**src/rtl/serport_pkg.sv**
```systemverilog
// Package: shared field positions and the strobe bundle for the serial register port.
// Assumes control words are at least 5 bits wide so all named fields exist.
package serport_pkg;

    localparam int IN_SEL_LSB = 0;
    localparam int IN_SEL_W   = 2;
    localparam int FMT_LSB    = 2;
    localparam int FMT_W      = 2;
    localparam int CLAMP_BIT  = 4;
    localparam int MIN_CTRL_W = CLAMP_BIT + 1;

    typedef struct packed {
        logic cs_n;
        logic addr;
        logic rd_wr;
        logic din;
    } strobe_t;

    localparam strobe_t STROBE_IDLE = '{cs_n: 1'b1, addr: 1'b0, rd_wr: 1'b0, din: 1'b0};

endpackage

```
**src/rtl/serport_strobe_sync.sv**
```systemverilog
// Module: brings the four host strobes into the clock domain and detects chip-select edges.
// Assumes addr, rd_wr and din are held stable for the whole time chip select is low,
// so all four bits cross together through the same number of stages.
module serport_strobe_sync
    import serport_pkg::*;
#(
    parameter int STAGES = 2
) (
    input  logic    clk,
    input  logic    rst_n,
    input  strobe_t raw_in,
    output strobe_t sync_out,
    output logic    cs_fall,
    output logic    cs_rise
);

    strobe_t [STAGES-1:0] chain_q;
    logic                 cs_n_prev_q;

    // Synchronizer chain: stage 0 samples the raw pins, later stages retime.
    always_ff @(posedge clk) begin
        if (!rst_n) begin
            chain_q <= {STAGES{STROBE_IDLE}};
        end else begin
            chain_q[0] <= raw_in;
            for (int i = 1; i < STAGES; i++) begin
                chain_q[i] <= chain_q[i-1];
            end
        end
    end

    // Edge history: keeps the last synchronized chip-select level.
    always_ff @(posedge clk) begin
        if (!rst_n) begin
            cs_n_prev_q <= 1'b1;
        end else begin
            cs_n_prev_q <= chain_q[STAGES-1].cs_n;
        end
    end

    assign sync_out = chain_q[STAGES-1];
    assign cs_fall  = cs_n_prev_q & ~sync_out.cs_n;
    assign cs_rise  = ~cs_n_prev_q & sync_out.cs_n;

endmodule

```
**src/rtl/serport_ctrl_stage.sv**
```systemverilog
// Module: staging shift register plus the live control register it commits into.
// Assumes shift_en and commit are never high in the same cycle (they come from
// opposite chip-select edges).
module serport_ctrl_stage #(
    parameter int                CTRL_W       = 47,
    parameter logic [CTRL_W-1:0] CTRL_DEFAULT = '0
) (
    input  logic              clk,
    input  logic              rst_n,
    input  logic              shift_en,
    input  logic              bit_in,
    input  logic              commit,
    output logic [CTRL_W-1:0] ctrl_q
);

    logic [CTRL_W-1:0] stage_q;

    // Staging register: new bit enters at the top, the word moves toward bit 0.
    always_ff @(posedge clk) begin
        if (!rst_n) begin
            stage_q <= '0;
        end else if (shift_en) begin
            stage_q <= {bit_in, stage_q[CTRL_W-1:1]};
        end
    end

    // Live control register: takes the staged word only on a commit.
    always_ff @(posedge clk) begin
        if (!rst_n) begin
            ctrl_q <= CTRL_DEFAULT;
        end else if (commit) begin
            ctrl_q <= stage_q;
        end
    end

endmodule

```
**src/rtl/serport_stat_shift.sv**
```systemverilog
// Module: status read shifter and data-output enable.
// Assumes rd_start and rearm are exclusive, and rd_step and rd_start are exclusive.
module serport_stat_shift #(
    parameter int STAT_W = 16
) (
    input  logic              clk,
    input  logic              rst_n,
    input  logic              rd_start,
    input  logic              rd_step,
    input  logic              acc_end,
    input  logic              rearm,
    input  logic [STAT_W-1:0] status_in,
    output logic              dout,
    output logic              dout_oe
);

    logic [STAT_W-1:0] sr_q;
    logic              fresh_q;
    logic              oe_q;

    // Read shifter: captures status on an armed read, drops one bit per read.
    always_ff @(posedge clk) begin
        if (!rst_n) begin
            sr_q <= '0;
        end else if (rd_start && fresh_q) begin
            sr_q <= status_in;
        end else if (rd_step) begin
            sr_q <= sr_q >> 1;
        end
    end

    // Load arm flag: set by reset or commit, cleared by the capturing read.
    always_ff @(posedge clk) begin
        if (!rst_n) begin
            fresh_q <= 1'b1;
        end else if (rearm) begin
            fresh_q <= 1'b1;
        end else if (rd_start) begin
            fresh_q <= 1'b0;
        end
    end

    // Output enable: open for the span of a read access.
    always_ff @(posedge clk) begin
        if (!rst_n) begin
            oe_q <= 1'b0;
        end else if (rd_start) begin
            oe_q <= 1'b1;
        end else if (acc_end) begin
            oe_q <= 1'b0;
        end
    end

    assign dout    = oe_q & sr_q[0];
    assign dout_oe = oe_q;

endmodule

```
**src/rtl/serial_reg_port.sv**
```systemverilog
// Module: top of the one-bit host register port.
// Decodes each synchronized chip-select access into shift, commit or read actions.
// Assumes the host holds addr, rd_wr and din steady while cs_n is low.
module serial_reg_port
    import serport_pkg::*;
#(
    parameter int                CTRL_W       = 47,
    parameter int                STAT_W       = 16,
    parameter int                SYNC_STAGES  = 2,
    parameter logic [CTRL_W-1:0] CTRL_DEFAULT = 47'h11
) (
    input  logic              clk,
    input  logic              rst_n,
    input  logic              cs_n,
    input  logic              addr,
    input  logic              rd_wr,
    input  logic              din,
    input  logic [STAT_W-1:0] status_in,
    output logic              dout,
    output logic              dout_oe,
    output logic [CTRL_W-1:0] ctrl_word,
    output logic [1:0]        in_sel,
    output logic [1:0]        fmt_sel,
    output logic              clamp_en
);

    strobe_t raw_s;
    strobe_t syn_s;
    logic    cs_fall;
    logic    cs_rise;
    logic    is_wr;
    logic    is_rd;

    assign raw_s = '{cs_n: cs_n, addr: addr, rd_wr: rd_wr, din: din};

    serport_strobe_sync #(
        .STAGES (SYNC_STAGES)
    ) u_sync (
        .clk      (clk),
        .rst_n    (rst_n),
        .raw_in   (raw_s),
        .sync_out (syn_s),
        .cs_fall  (cs_fall),
        .cs_rise  (cs_rise)
    );

    // Access decode: shift and read accesses share addr=0, split by rd_wr.
    always_comb begin
        is_wr = ~syn_s.addr & ~syn_s.rd_wr;
        is_rd = ~syn_s.addr &  syn_s.rd_wr;
    end

    serport_ctrl_stage #(
        .CTRL_W       (CTRL_W),
        .CTRL_DEFAULT (CTRL_DEFAULT)
    ) u_ctrl (
        .clk      (clk),
        .rst_n    (rst_n),
        .shift_en (cs_rise & is_wr),
        .bit_in   (syn_s.din),
        .commit   (cs_fall & syn_s.addr),
        .ctrl_q   (ctrl_word)
    );

    serport_stat_shift #(
        .STAT_W (STAT_W)
    ) u_stat (
        .clk       (clk),
        .rst_n     (rst_n),
        .rd_start  (cs_fall & is_rd),
        .rd_step   (cs_rise & is_rd),
        .acc_end   (cs_rise),
        .rearm     (cs_fall & syn_s.addr),
        .status_in (status_in),
        .dout      (dout),
        .dout_oe   (dout_oe)
    );

    assign in_sel   = ctrl_word[IN_SEL_LSB +: IN_SEL_W];
    assign fmt_sel  = ctrl_word[FMT_LSB +: FMT_W];
    assign clamp_en = ctrl_word[CLAMP_BIT];

endmodule

```
**config.mk**
```make
export PLATFORM = sky130hd
export DESIGN_NAME = serial_reg_port
export DESIGN_NICKNAME = d
export VERILOG_FILES = /design/src/rtl/serport_pkg.sv /design/src/rtl/serport_strobe_sync.sv /design/src/rtl/serport_ctrl_stage.sv /design/src/rtl/serport_stat_shift.sv /design/src/rtl/serial_reg_port.sv
export SDC_FILE = /design/constraint.sdc
export NUM_CORES = 1
export LEC_CHECK = 0
export ABC_AREA = 1
export BUFFER_PORTS_ARGS = -buffer_cell sky130_fd_sc_hd__buf_2
export CAP_MARGIN = 20
export CORE_MARGIN = 4
export CORE_UTILIZATION = 50
export CTS_BUF_LIST = sky130_fd_sc_hd__clkbuf_8 sky130_fd_sc_hd__clkbuf_16
export CTS_CLUSTER_SIZE = 25
export DETAILED_ROUTE_END_ITERATION = 10
export GPL_TIMING_DRIVEN = 0
export PLACE_DENSITY = 0.8
export REMOVE_ABC_BUFFERS = 1
export SYNTH_ARGS = -nofsm -noshare
export SYNTH_HDL_FRONTEND = slang
export SYNTH_SLANG_ARGS = --single-unit
```
**constraint.sdc**
```tcl
create_clock -name clk -period 2.5 [get_ports clk]
set_input_delay 0.25 -clock clk [delete_from_list [all_inputs] [get_ports clk]]
set_output_delay 0.25 -clock clk [all_outputs]
set_load 0.05 [all_outputs]
```
==> impl_summary.txt <==
----------------------------------------------------
[Run status]
  Outcome ... complete, no violations

[Logic synthesis]
  Average cell area after synthesis ... 7.604 um2
  Synth area leader ... dfxtp_1
  Flip-flop cell with the highest count after synthesis ... dfxtp_1
  Fraction of synthesis flops using an asynchronous set or reset pin ... 0
  Number of standard cells after synthesis ... 595
  Most common cell in the netlist ... nand2_1
  Area share of the leading cell type in the synthesized netlist ... 0.5354
  Portion of the post-synthesis area used by sequential elements ... 0.5354
  Warning count from the yosys run ... 0
  Number of library cell types mapped by synthesis ... 17
  Leading cell types by count after synthesis ... nand2_1, dfxtp_1, nor2_1
  Cell types with the largest area share after synthesis ... dfxtp_1, nand2_1, nor2_1
  Number of flip-flops and latches in the synthesized netlist ... 121
  Cell Area, Synth ... 4524 um2
  EDFF count, synth ... 0

[Clocking]
  Clock tree root driver cell ... clkbuf_8
  Insertion delay to the later sink of the worst-skew pair ... 0.49 ns
  Clock tree from TritonCTS ... done
  Total number of H-tree levels ... 4
  Post-CTS clock slew at the launch and capture registers of the worst setup and hold paths ... 0.05 ns
  Number of buffers created by CTS ... 17
  Clk sink count ... 121
  Number of buffers between clock root and the deepest sink ... 2

[Final layout]
  Post-route standard cell area excluding fillers ... 5403 um2
  Layout Utilization ... 0.6165
  Filler Cell Count ... 793
  Fraction of final layout cells with drive strength greater than 1 ... 0.1793
  Antenna diode count ... 0
  Layout overhead on the synthesized area ... 19.41%
  Final instance count without filler cells ... 766
  Number of nets in the layout ... 670

[Flow run]
  Max-capacitance violation count ... 0

[Timing]
  Post-layout minimum cycle time ... 2.191 ns
  Sum of negative setup slack ... 0 ns
  Slew Viols, Final ... 0
  Hold Slack ... 0.06547 ns
  Worst setup slack after layout ... 0.3087 ns
  RSZ-0062 raised after global routing ... no
  Largest clock skew in the final design ... 0.008333 ns
  Worst rel slew slack ... 0.3228
  Setup violation total in the final timing report ... 0
  Maximum achievable frequency ... 0.4564 GHz
  Slew @ Worst Pin ... 1.013 ns
  Count of endpoints failing hold in the final timing report ... 0
  Share of the clock period used by the worst path after layout ... 0.8765

[Pwr]
  VDD IR-drop max ... 0.0007072 V
  Total power draw ... 4.403 mW
  Power per Cell Area ... 815.0 nW/um2
  Leakage power figure ... 2.302 nW

[Critical path]
  Category of the most critical setup path ... register to register
  Kind of start point of the critical path ... register
  Data required time of the critical path ... 2.92 ns
  Standard cell with the maximum stage delay on the critical path ... inv_4
  Critical Path Most Common Cell ... nor2_1
  Type of element capturing the critical path ... register
  Launch point of the worst reg-to-reg path ... u_sync.cs_n_prev_q
  Arr. time, crit path ... 2.61 ns
  Worst-path maximum fanout ... 48
  Cell chain of the critical path ... nor2_4 -> nand3_4 -> inv_4 -> nor2_1 -> nor2_1
  Critical Path Max Stage Delay ... 0.58 ns
  Crit. Startpoint ... u_sync.cs_n_prev_q

[GRT]
  Total global-route track usage ... 0.1811
  Pin count of the biggest net entering global routing ... 65
  Initial antenna violation count ... 0
  Global-route wire length before repair ... 15330 um
  Number of global-route vias before repair ... 3447
  Gr ovfl total ... 0

[Floorplan]
  Die outline area ... 10630 um2
  Chip height ... 103.1 um
  Placement row count ... 34
  Boundary pin count ... 76
  CORE AREA ... 8763 um2
  Horiz. Die Dim ... 103.1 um
  Initial core utilization ... 0.5163

[Placement]
  Place WS ... -0.3485 ns
  Buffers on Ports ... 75
  Post-placement cell area ... 4780 um2
  Placed Instances ... 732
  Final GP Congestion ... 0.7866
  Post-DP HPWL ... 5385 um

[Route]
  Average wire length per cell after detail routing ... 12.23 um
  Post-detailed-routing wire length ... 9371 um
  Count of unresolved DRC violations after routing ... 0
  Number of detailed-routing iterations run before antenna repair ... 5
  Number of vias after detailed routing ... 3803
  First-iteration detailed-routing DRC count ... 213
  Via-per-instance ratio ... 4.965
  Number of antenna-violating nets in the routed design ... 0

[Min path]
  Min-delay src ... status_in[15]
  Path category of the worst min-delay check ... input port to register

----------------------------------------------------
==> kinds of logic (layout without fill, tap and decap cells) <==
family	Yosys count	count (layout)	synth area share
and+or+nand+nor	288	288	0.2616
AOI/OAI and AO/OA	110	110	0.1217
DFF	121	121	0.5354
buffers and inverters	76	139	0.08130
==> layout by cell type (no fill, tap or decap) <==
cell type,synthesis,layout
o21ai_0,18,18
buf_2,15,75
inv_4,0,2
bufinv_16,0,3
nand3_4,0,1
dfxtp_1,121,121
nor2_1,94,94
buf_12,0,1
clkinvlp_4,0,1
clkbuf_16,0,16
nand2_2,2,2
dlygate4sd3_1,0,4
o21ai_1,30,30
nor2_4,3,3
nand2_1,135,135
clkinv_2,0,7
or2_2,2,2
inv_2,6,4
a21oi_1,62,62
inv_1,24,25
nand3_1,51,51
clkbuf_8,0,1
==> metal layers <==
metal | vias up | wire, um | global-route usage
met5 | - | 0 | 0
met4 | 0 | 39 | 0.05677
met3 | 4 | 498 | 0.05480
met2 | 90 | 4484 | 0.3059
met1 | 1706 | 4348 | 0.2218
li1 | 2003 | - | -
==> repair_timing <==
item / 4_1_cts / 5_1_grt
setup buffers: 0 / 0
hold endpoints to repair: 4 / 0
resized for setup: 2 / 2
gates cloned: 0 / 0
hold buffers: 4 / 0
endpoints found under the setup margin: 47 / 45
==> path summary, 6_finish.rpt <==
check	end	slack [ns]	cells after the start
max	u_ctrl.stage_q[46]	0.31	5
min	u_stat.sr_q[15]	0.07	3
max reg2reg	u_ctrl.stage_q[46]	0.31	5
min reg2reg	u_sync.sync_out[3]	0.41	1
==> worst max-delay path, delay by kind of cell, from the launching register on <==
family,cells,cell delay (ns)
buffers and inverters,1,0.58
DFF,1,0.35
and+or+nand+nor,4,1.16
==> area by class of cell <==
type,instances,area [um2],share of cell area
clock buffers,17,414.1,0.07666
clock inverters,12,136.4,0.02524
inverters,30,117.6,0.02177
multi-input cells,398,1742,0.3224
flip-flops and latches,121,2422,0.4484
well taps,108,135.1,0.02501
repair buffers,80,435.4,0.08059
==> state kept, by name, indices dropped and copies added (netlist names) <==
register and count:
u_ctrl.ctrl_q 47, u_ctrl.stage_q 47, u_stat.sr_q 16, u_sync.chain_q 4, u_sync.sync_out 4, u_stat.dout_oe 1
u_stat.fresh_q 1, u_sync.cs_n_prev_q 1
==> where the power goes <==
group / total (mW) / internal, mW / switching (mW)
Clock: 2.26 / 1.48 / 0.779
Sequential: 1.99 / 1.96 / 0.0227
Combinational: 0.157 / 0.0561 / 0.101
Power figures use the tool's default switching activity.
